[src/rtl/rslice_alu_pkg.sv]
package rslice_alu_pkg;
  typedef enum logic [1:0] {
    FN_AND  = 2'b00,
    FN_OR   = 2'b01,
    FN_SUM  = 2'b10,
    FN_LESS = 2'b11
  } slice_fn_e;

  localparam logic [3:0] CTL_AND = 4'b0000;
  localparam logic [3:0] CTL_OR  = 4'b0001;
  localparam logic [3:0] CTL_ADD = 4'b0010;
  localparam logic [3:0] CTL_SUB = 4'b0110;
  localparam logic [3:0] CTL_SLT = 4'b0111;
  localparam logic [3:0] CTL_NOR = 4'b1100;
endpackage

[src/rtl/rslice_bit.sv]
module rslice_bit
  import rslice_alu_pkg::*;
(
  input  logic      a_i,
  input  logic      b_i,
  input  logic      inv_a_i,
  input  logic      inv_b_i,
  input  logic      cin_i,
  input  logic      less_i,
  input  slice_fn_e fn_i,
  output logic      res_o,
  output logic      cout_o
);
  logic aa, bb, sum;

  always_comb begin
    aa     = a_i ^ inv_a_i;
    bb     = b_i ^ inv_b_i;
    sum    = aa ^ bb ^ cin_i;
    cout_o = (aa & bb) | (cin_i & (aa ^ bb));
    unique case (fn_i)
      FN_AND:  res_o = aa & bb;
      FN_OR:   res_o = aa | bb;
      FN_SUM:  res_o = sum;
      default: res_o = less_i;
    endcase
  end
endmodule

[src/rtl/rslice_top_bit.sv]
module rslice_top_bit
  import rslice_alu_pkg::*;
(
  input  logic      a_i,
  input  logic      b_i,
  input  logic      inv_a_i,
  input  logic      inv_b_i,
  input  logic      cin_i,
  input  logic      less_i,
  input  slice_fn_e fn_i,
  output logic      res_o,
  output logic      cout_o,
  output logic      ovf_o,
  output logic      set_o
);
  logic aa, bb, sum;

  always_comb begin
    aa     = a_i ^ inv_a_i;
    bb     = b_i ^ inv_b_i;
    sum    = aa ^ bb ^ cin_i;
    cout_o = (aa & bb) | (cin_i & (aa ^ bb));
    ovf_o  = cin_i ^ cout_o;
    set_o  = sum ^ ovf_o;
    unique case (fn_i)
      FN_AND:  res_o = aa & bb;
      FN_OR:   res_o = aa | bb;
      FN_SUM:  res_o = sum;
      default: res_o = less_i;
    endcase
  end

  // Overflow only when both effective operands share a sign that the sum lost.
  always_comb begin
    assert_ovf_sign_R7: assert (!ovf_o || ((aa == bb) && (sum != aa)))
      else $error("overflow flagged without a sign change");
  end
endmodule

[src/rtl/rslice_zero_det.sv]
module rslice_zero_det #(
  parameter int WIDTH = 32
) (
  input  logic [WIDTH-1:0] val_i,
  output logic             zero_o
);
  assign zero_o = ~|val_i;
endmodule

[src/rtl/rslice_alu.sv]
module rslice_alu
  import rslice_alu_pkg::*;
#(
  parameter int WIDTH = 32
) (
  input  logic [WIDTH-1:0] a,
  input  logic [WIDTH-1:0] b,
  input  logic [3:0]       alu_ctl,
  output logic [WIDTH-1:0] result,
  output logic             overflow,
  output logic             zero
);
  localparam int MSB = WIDTH - 1;

  logic      inv_a, inv_b;
  slice_fn_e fn;
  logic      lt_set;

  assign inv_a = alu_ctl[3];
  assign inv_b = alu_ctl[2];
  assign fn    = slice_fn_e'(alu_ctl[1:0]);

  for (genvar i = 0; i < WIDTH; i++) begin : g_bit
    logic ci, co, less_in;
    if (i == 0) begin : g_lo
      assign ci      = inv_b;
      assign less_in = lt_set;
    end else begin : g_hi
      assign ci      = g_bit[i-1].co;
      assign less_in = 1'b0;
    end

    if (i == MSB) begin : g_top
      rslice_top_bit u_cell (
        .a_i     (a[i]),
        .b_i     (b[i]),
        .inv_a_i (inv_a),
        .inv_b_i (inv_b),
        .cin_i   (ci),
        .less_i  (less_in),
        .fn_i    (fn),
        .res_o   (result[i]),
        .cout_o  (co),
        .ovf_o   (overflow),
        .set_o   (lt_set)
      );
    end else begin : g_mid
      rslice_bit u_cell (
        .a_i     (a[i]),
        .b_i     (b[i]),
        .inv_a_i (inv_a),
        .inv_b_i (inv_b),
        .cin_i   (ci),
        .less_i  (less_in),
        .fn_i    (fn),
        .res_o   (result[i]),
        .cout_o  (co)
      );
    end
  end

  rslice_zero_det #(.WIDTH(WIDTH)) u_zero (
    .val_i  (result),
    .zero_o (zero)
  );

  // Output-level checks against operand arithmetic.
  always_comb begin
    if (alu_ctl == CTL_AND)
      assert_and_R1: assert (result == (a & b)) else $error("AND mismatch");
    if (alu_ctl == CTL_ADD)
      assert_add_R3: assert (result == (a + b)) else $error("ADD mismatch");
    if (alu_ctl == CTL_SUB)
      assert_sub_R4: assert (result == (a - b)) else $error("SUB mismatch");
    if (alu_ctl == CTL_SLT) begin
      assert_slt_bit_R5: assert (result[0] == ($signed(a) < $signed(b)))
        else $error("SLT compare wrong");
      assert_slt_upper_R5: assert ((result >> 1) == '0)
        else $error("SLT upper bits set");
    end
    if (alu_ctl == CTL_NOR)
      assert_nor_R6: assert (result == ~(a | b)) else $error("NOR mismatch");
  end
endmodule

[config.mk]
export PLATFORM = sky130hd
export DESIGN_NAME = rslice_alu
export DESIGN_NICKNAME = d
export VERILOG_FILES = /design/src/rtl/rslice_alu_pkg.sv /design/src/rtl/rslice_bit.sv /design/src/rtl/rslice_top_bit.sv /design/src/rtl/rslice_zero_det.sv /design/src/rtl/rslice_alu.sv
export SDC_FILE = /design/constraint.sdc
export NUM_CORES = 1
export LEC_CHECK = 0
export CAP_MARGIN = 20
export CORE_MARGIN = 1.5
export CORE_UTILIZATION = 50
export DETAILED_ROUTE_END_ITERATION = 10
export DONT_BUFFER_PORTS = 1
export GPL_TIMING_DRIVEN = 0
export PLACE_DENSITY = 0.66
export SYNTH_ARGS = -nofsm -noshare
export SYNTH_HDL_FRONTEND = slang
export SYNTH_HIERARCHICAL = 1
export SYNTH_SLANG_ARGS = --single-unit
[constraint.sdc]
create_clock -name vclk -period 19.8
set_input_delay 1.98 -clock vclk [all_inputs]
set_output_delay 1.98 -clock vclk [all_outputs]
set_load 0.02 [all_outputs]
==> results of run 1 <==
synth_stat cells:
master    n
nand4_1   2
conb_1    1
nor4_1    7
nor2_1    1
xnor2_1  32
xor2_1   33
fa_1     33
ha_1     64
nor4_2    1
inv_1    98
mux4_2   32
worst max path at each step:
| stage | end | slack, ps | depth (start not counted) |
|---|---|---|---|
| after floorplan | zero | 90 | 40 |
| after detailed placement | zero | -920 | 40 |
| final | zero | 500 | 40 |
| after global placement | zero | -960 | 40 |
| after CTS | zero | 20 | 40 |
| after global routing | zero | 10 | 40 |
report_power, final:
part,switching (mW),internal (mW)
registers,0,0
logic,0.0745,0.0552
clock network,0,0
per-stage QoR:
step | utilization | hold slack, ps
2_1_floorplan | - | 4200
4_1_cts | 0.569 | 4210
5_1_grt | 0.575 | 4210
3_3_place_gp | 0.561 | 4210
6_report | 0.575 | 4210
3_5_place_dp | 0.561 | 4210
repair_timing:
action                     CTS  global route
gates cloned                 0             0
resized for setup           15             8
pin swaps                    3             3
setup endpoints to repair    3             1
buffers inserted             0             1
critical path: cells and delay by family:
family        cells  cell delay [ps]
fa+ha+maj        32            13680
simple gates      3              700
xor+xnor          1              160
mux               1              570
buf+inv           3              220
logic make-up after synthesis:
logic type                 count (synthesis)  synth area share
adders and majority gates                 97             0.457
muxes                                     32             0.226
buffers and inverters                     98             0.115
and+or+nand+nor                           11            0.0227
other                                      1           0.00117
xor gates and xnor gates                  65             0.178
layout make-up:
class              count  area [um^2]
inverters             98          368
repair buffers         1         7.51
fillers              559         2580
well taps             75         93.8
multi-input cells    236         3020
routing by layer:
metal  wire, um  vias up  GRT usage  share of wire
met5          0        -          0              0
met4          0        0    0.00303              0
met3        503        0     0.0427          0.084
li1           -      961          -              -
met1       2210     1046      0.212           0.37
met2       3280       74      0.358           0.55
==> flow_metrics.env, run 1 <==
export IMPL_status="finished, final reports clean"
export IMPL_n_clock_buffer=0
export IMPL_drt_first_pass_iters=4
export IMPL_crit_top_cell="fa_2"
export IMPL_end_kind="output pin"
export IMPL_core_um2=6060
export IMPL_hold_end="result[23]"
export IMPL_cp_arrival_ps=17320
export IMPL_fin_setup_tns_ps=0
export IMPL_setup_worst_path_class="in -> out"
export IMPL_layout_min_cycle_time_ps=19300
export IMPL_dp_cells=409
export IMPL_synth_distinct_cells=11
export IMPL_grt_pass1_wl_mm=10.6
export IMPL_worst_ep_required_time_ps=17820
export IMPL_dieArea_um2=6880
export IMPL_fin_cells=410
export IMPL_synth_area_per_cell_um2=10.5
export IMPL_slew_violations=0
export IMPL_p_total_uw=130
export IMPL_vias_per_cell=5.08
export IMPL_rsz0062_at_grt="no"
export IMPL_slowest_stage="mux4_2"
export IMPL_p_per_area_nw_per_um2=37.2
export IMPL_wirelength_mm=5.99
export IMPL_route_detailed_wl_per_inst_um=14.6
export IMPL_power_leakage_nw=1.70
export IMPL_n_antenna_cell=0
export IMPL_layout_common_cells="inv_1 (98), ha_1 (64), xor2_1 (33), mux4_2 (32)"
export IMPL_stdcell_area_um2=3480
export IMPL_critical_path_peak_fanout=32
export IMPL_synthToLayoutAreaGrowth_pct=9.04
export IMPL_seq_area_um2=0
export IMPL_min_delay_start="alu_ctl[0]"
export IMPL_synthesis_area_um2=3200
export IMPL_max_freq_ghz=0.0518
export IMPL_final_common_cell="inv_1"
export IMPL_syn_inst=304
export IMPL_die_x_um=82.9
export IMPL_pre_cts_ws_ps=-919
export IMPL_period_share=0.975
export IMPL_drtAntennaViolNets=0
export IMPL_ys_seq_area_frac=0
export IMPL_io_pins=102
export IMPL_ctsHoldBuffers=0
export IMPL_crit_path_start="alu_ctl[3]"
export IMPL_holdPathStages=1
export IMPL_critPathMaxStageDelay_ps=570
export IMPL_yosys_warnings=6
export IMPL_gp_congestion=0.807
export IMPL_start_util=0.527
export IMPL_grt_overflow_total=0
export IMPL_synth_top_cell_area_share=0.251
export IMPL_hp_class="in -> out"
export IMPL_final_nets=502
export IMPL_maxCapViolations=0
export IMPL_antenna_found_initial=0
export IMPL_die_y_um=82.9
export IMPL_grt_usage=0.183
export IMPL_setup_ws_ps=502
export IMPL_hold_violations=0
export IMPL_rows=28
export IMPL_synth_top_area_cell="ha_1"
export IMPL_placed_cell_area_um2=3400
export IMPL_drcViolationCount=0
export IMPL_post_dp_hpwl_mm=5.14
export IMPL_first_iter_violations=50
export IMPL_layout_drive_gt1_share=0.164
export IMPL_synthTopCellsByArea="ha_1 (25%), mux4_2 (23%), fa_1 (21%)"
export IMPL_critPathLaunchType="primary input"
export IMPL_vias=2081
export IMPL_n_sequential_cell=0
export IMPL_grt_max_degree=34
export IMPL_ir_worst_vdd_uv=18.8
export IMPL_grt_pass1_vias=2359
export IMPL_port_buffers=0
export IMPL_setup_violations_final=0
Note: power is estimated with default switching activity, not from simulation.
==> inputs of run 2 (changes only) <==
Settings changed: CELL_PAD_IN_SITES_DETAIL_PLACEMENT set to 1, CELL_PAD_IN_SITES_GLOBAL_PLACEMENT set to 1, PLACE_DENSITY 0.66 to 0.9.
Clock period 19.8 ns to 18 ns, I/O delays scaled along.
==> run 2 against run 1 <==
Compared with the run above:
- sequential share of layout area unchanged
- total power increased by 16%
- critical path depth unchanged
- first-iteration DRC count decreased by 12%
- setup slack got worse by 90 ps
- hold slack got worse by 360 ps
- wire length increased by 21%
==> flow_metrics.env, run 2 (synthesis gave the netlist of run 1 again) <==
export IMPL_p_per_area_nw_per_um2=42.5
export IMPL_setup_violations_final=0
export IMPL_placed_cell_area_um2=3470
export IMPL_end_kind="output pin"
export IMPL_rsz0062_at_grt="no"
export IMPL_critPathMaxStageDelay_ps=560
export IMPL_layout_drive_gt1_share=0.209
export IMPL_hold_violations=0
export IMPL_route_detailed_wl_per_inst_um=17.6
export IMPL_grt_pass1_wl_mm=11.7
export IMPL_worst_pin_slew_ps=510
export IMPL_grt_usage=0.208
export IMPL_status="finished, final reports clean"
export IMPL_drtAntennaViolNets=0
export IMPL_drcViolationCount=0
export IMPL_cp_arrival_ps=15790
export IMPL_worst_ep_required_time_ps=16200
export IMPL_post_dp_hpwl_mm=6.11
export IMPL_first_iter_violations=44
export IMPL_layout_common_cells="inv_1 (96), ha_1 (64), xor2_1 (33), mux4_2 (32)"
export IMPL_n_sequential_cell=0
export IMPL_critPathLaunchType="primary input"
export IMPL_grt_max_degree=34
export IMPL_setup_worst_path_class="in -> out"
export IMPL_ir_worst_vdd_uv=21.5
export IMPL_n_clock_buffer=0
export IMPL_hp_class="in -> out"
export IMPL_rows=28
export IMPL_vias=2118
export IMPL_ctsHoldBuffers=0
export IMPL_grt_pass1_vias=2454
export IMPL_power_leakage_nw=1.69
export IMPL_slowest_stage="mux4_2"
export IMPL_crit_top_cell="fa_2"
export IMPL_vias_per_cell=5.17
export IMPL_gp_congestion=0.751
export IMPL_port_buffers=0
export IMPL_wirelength_mm=7.21
export IMPL_die_y_um=82.9
export IMPL_final_common_cell="inv_1"
export IMPL_maxCapViolations=0
export IMPL_slew_violations=0
export IMPL_slew_limit_headroom=0.657
export IMPL_seq_area_um2=0
export IMPL_antenna_found_initial=0
export IMPL_max_freq_ghz=0.0569
export IMPL_stdcell_area_um2=3530
export IMPL_fillCellCount=688
export IMPL_dp_cells=409
export IMPL_layout_min_cycle_time_ps=17590
export IMPL_period_share=0.977
export IMPL_io_pins=102
export IMPL_synthToLayoutAreaGrowth_pct=10.4
export IMPL_fin_cells=410
export IMPL_core_um2=6060
export IMPL_n_antenna_cell=0
export IMPL_drt_first_pass_iters=4
export IMPL_final_nets=502
export IMPL_fin_util=0.582
export IMPL_grt_overflow_total=0
export IMPL_die_x_um=82.9
export IMPL_dieArea_um2=6880
export IMPL_critical_path_peak_fanout=32
export IMPL_start_util=0.527
run 2: what timing repair did:
item / in CTS / in global routing
pin swaps: 11 / 22
hold endpoints to repair: 0 / 0
setup buffers: 0 / 1
endpoints found under the setup margin: 3 / 1
resized for setup: 13 / 0
run 2: through the flow:
step | setup WS (ps) | hold WS, ps | power (mW) | setup TNS, ps
after floorplan | 40.6 | 3840 | 0.119 | 0
final | 412 | 3850 | 0.150 | 0
after detailed placement | -867 | 3850 | 0.149 | -895
after global routing | 44.9 | 3850 | 0.167 | 0
after global placement | -814 | 3850 | 0.136 | -814
after CTS | 31.2 | 3850 | 0.153 | 0
run 2: final timing paths:
path,from,endpoint,slack (ps),cells past startpoint
setup / recovery,alu_ctl[3],zero,410,40
hold / removal,alu_ctl[1],result[3],3850,1
run 2: cell type report:
class | count | area [um^2] | share of cell area
Multi-Input combinational cell | 236 | 3060 | 0.867
Inverter | 98 | 368 | 0.104
Tap cell | 75 | 93.8 | 0.0266
Timing Repair Buffer | 1 | 7.51 | 0.00213
run 2: power by group:
group	leakage (nW)	internal (mW)	switching [mW]
registers	0	0	0
clock network	0	0	0
logic	1.69	0.0638	0.0861
total	1.69	0.0638	0.0861
run 2: layer usage:
layer | share of wire | global-route usage
met1 | 0.37 | 0.232
met2 | 0.57 | 0.430
met3 | 0.046 | 0.0239
met4 | 0.0076 | 0.0152
met5 | 0 | 0
run 2: worst max-delay path, delay by kind of cell:
family,cells,cell delay [ps]
adder cells (fa/ha/maj),32,12390
multiplexers,1,560
buffers and inverters,3,180
AND/OR/NAND/NOR,3,660
XOR/XNOR,1,160
==> inputs of run 3 (changes only) <==
Settings changed: CORE_ASPECT_RATIO set to 0.7.
==> run 3 against run 2 <==
Compared with the run above:
- die area is 0.11% higher
- sequential share of layout area unchanged
- first-iteration DRC count fell by 25%
- total power rose by 1.6%
- wire length rose by 4.1%
- combinational power about the same
- non-clock buffer count is 1 higher
- core utilization fell by 0.89 points
- final cell count up 0.98%
- global-route usage rose by 2.0 points
- critical path type unchanged
- critical endpoint unchanged
==> flow_metrics.env, run 3 (synthesis gave the netlist of run 1 again) <==
export IMPL_die_y_um=69.9
export IMPL_p_sw_uw=87.8
export IMPL_drcViolationCount=0
export IMPL_port_buffers=0
export IMPL_setup_violations_final=0
export IMPL_p_clk_frac=0
export IMPL_power_leakage_nw=1.69
export IMPL_critical_path_peak_fanout=32
export IMPL_rsz0062_at_grt="no"
export IMPL_cp_arrival_ps=15720
export IMPL_grt_pass1_vias=2488
export IMPL_crit_top_cell="fa_2"
export IMPL_n_clock_buffer=0
export IMPL_fillCellCount=682
export IMPL_dp_cells=412
export IMPL_placed_cell_area_um2=3470
export IMPL_max_freq_ghz=0.0571
export IMPL_dieArea_um2=6890
export IMPL_grt_max_degree=34
export IMPL_final_common_cell="inv_1"
export IMPL_synthToLayoutAreaGrowth_pct=11.0
export IMPL_period_share=0.973
export IMPL_gp_congestion=0.768
export IMPL_post_dp_hpwl_mm=6.25
export IMPL_vias=2104
export IMPL_grt_usage=0.228
export IMPL_end_kind="output pin"
export IMPL_worst_ep_required_time_ps=16200
export IMPL_p_total_uw=152
export IMPL_p_seq_frac=0
export IMPL_slowest_stage="mux4_2"
export IMPL_die_x_um=98.6
export IMPL_ir_worst_vdd_uv=20.3
export IMPL_crit_path_start="alu_ctl[3]"
export IMPL_drt_first_pass_iters=3
export IMPL_io_pins=102
export IMPL_n_sequential_cell=0
export IMPL_slew_violations=0
export IMPL_fin_cells=414
export IMPL_layout_min_cycle_time_ps=17520
export IMPL_vias_per_cell=5.08
export IMPL_hp_class="in -> out"
export IMPL_combPwrFrac=1.000
export IMPL_grt_overflow_total=0
export IMPL_power_internal_uw=64.5
export IMPL_stdcell_area_um2=3550
export IMPL_final_nets=503
export IMPL_status="finished, final reports clean"
export IMPL_layout_drive_gt1_share=0.214
export IMPL_wirelength_mm=7.51
export IMPL_critPathMaxStageDelay_ps=550
export IMPL_layout_common_cells="inv_1 (96), ha_1 (64), xor2_1 (33), mux4_2 (32)"
export IMPL_min_delay_start="alu_ctl[0]"
export IMPL_rows=24
export IMPL_setup_worst_path_class="in -> out"
export IMPL_critPathLaunchType="primary input"
export IMPL_p_per_area_nw_per_um2=42.9
export IMPL_maxCapViolations=0
export IMPL_n_antenna_cell=0
export IMPL_drtAntennaViolNets=0
export IMPL_first_iter_violations=33
export IMPL_ctsHoldBuffers=0
export IMPL_route_detailed_wl_per_inst_um=18.1
export IMPL_seq_area_um2=0
export IMPL_core_um2=6190
export IMPL_hold_violations=0
export IMPL_swShare=0.576
export IMPL_grt_pass1_wl_mm=12.5
export IMPL_start_util=0.517
export IMPL_antenna_found_initial=0
==> run 3: critical path: cells and delay by family <==
kind	cells	cell delay [ps]
xor+xnor	1	190
fa+ha+maj	32	12320
buf+inv	3	190
mux	1	550
simple gates	3	650
==> run 3: final timing paths <==
check | end | slack (ps) | depth (start not counted)
worst max-delay path | zero | 480 | 40
worst min-delay path | result[1] | 3860 | 1
==> run 3: stage by stage <==
| stage | setup TNS (ps) | hold WS (ps) | setup WS (ps) | utilization |
|---|---|---|---|---|
| after floorplan | 0 | 3840 | 40.6 | - |
| after global placement | -710 | 3850 | -710 | 0.561 |
| after detailed placement | -1080 | 3850 | -915 | 0.561 |
| after CTS | 0 | 3850 | 49.2 | 0.572 |
| after global routing | 0 | 3860 | 18.7 | 0.573 |
| final | 0 | 3860 | 480 | 0.573 |
==> run 3: power by group through the flow <==
stage	clock [mW]	combinational, mW	sequential [mW]
finish	0	0.152	0
global route	0	0.171	0
CTS	0	0.154	0
detailed placement	0	0.150	0
global placement	0	0.136	0
floorplan	0	0.119	0
==> run 3: area by class of cell <==
| class | count | area [um^2] | share of cell area |
|---|---|---|---|
| multi-input cells | 236 | 3070 | 0.865 |
| inverters | 98 | 368 | 0.104 |
| well taps | 78 | 97.6 | 0.0275 |
| repair buffers | 2 | 15.0 | 0.00423 |
==> run 3: what timing repair did <==
item / 4_1_cts / 5_1_grt
setup buffers: 1 / 1
endpoints found under the setup margin: 3 / 1
pin swaps: 10 / 25
gates resized for setup: 13 / 1
==> run 3: per-layer routing <==
layer  track usage  vias to the layer above  share of wire
met5             0                        -              0
met4       0.00156                        0         0.0027
met3        0.0440                        2          0.062
met2         0.434                       67           0.53
met1         0.284                     1071           0.41
li1              -                      964              -
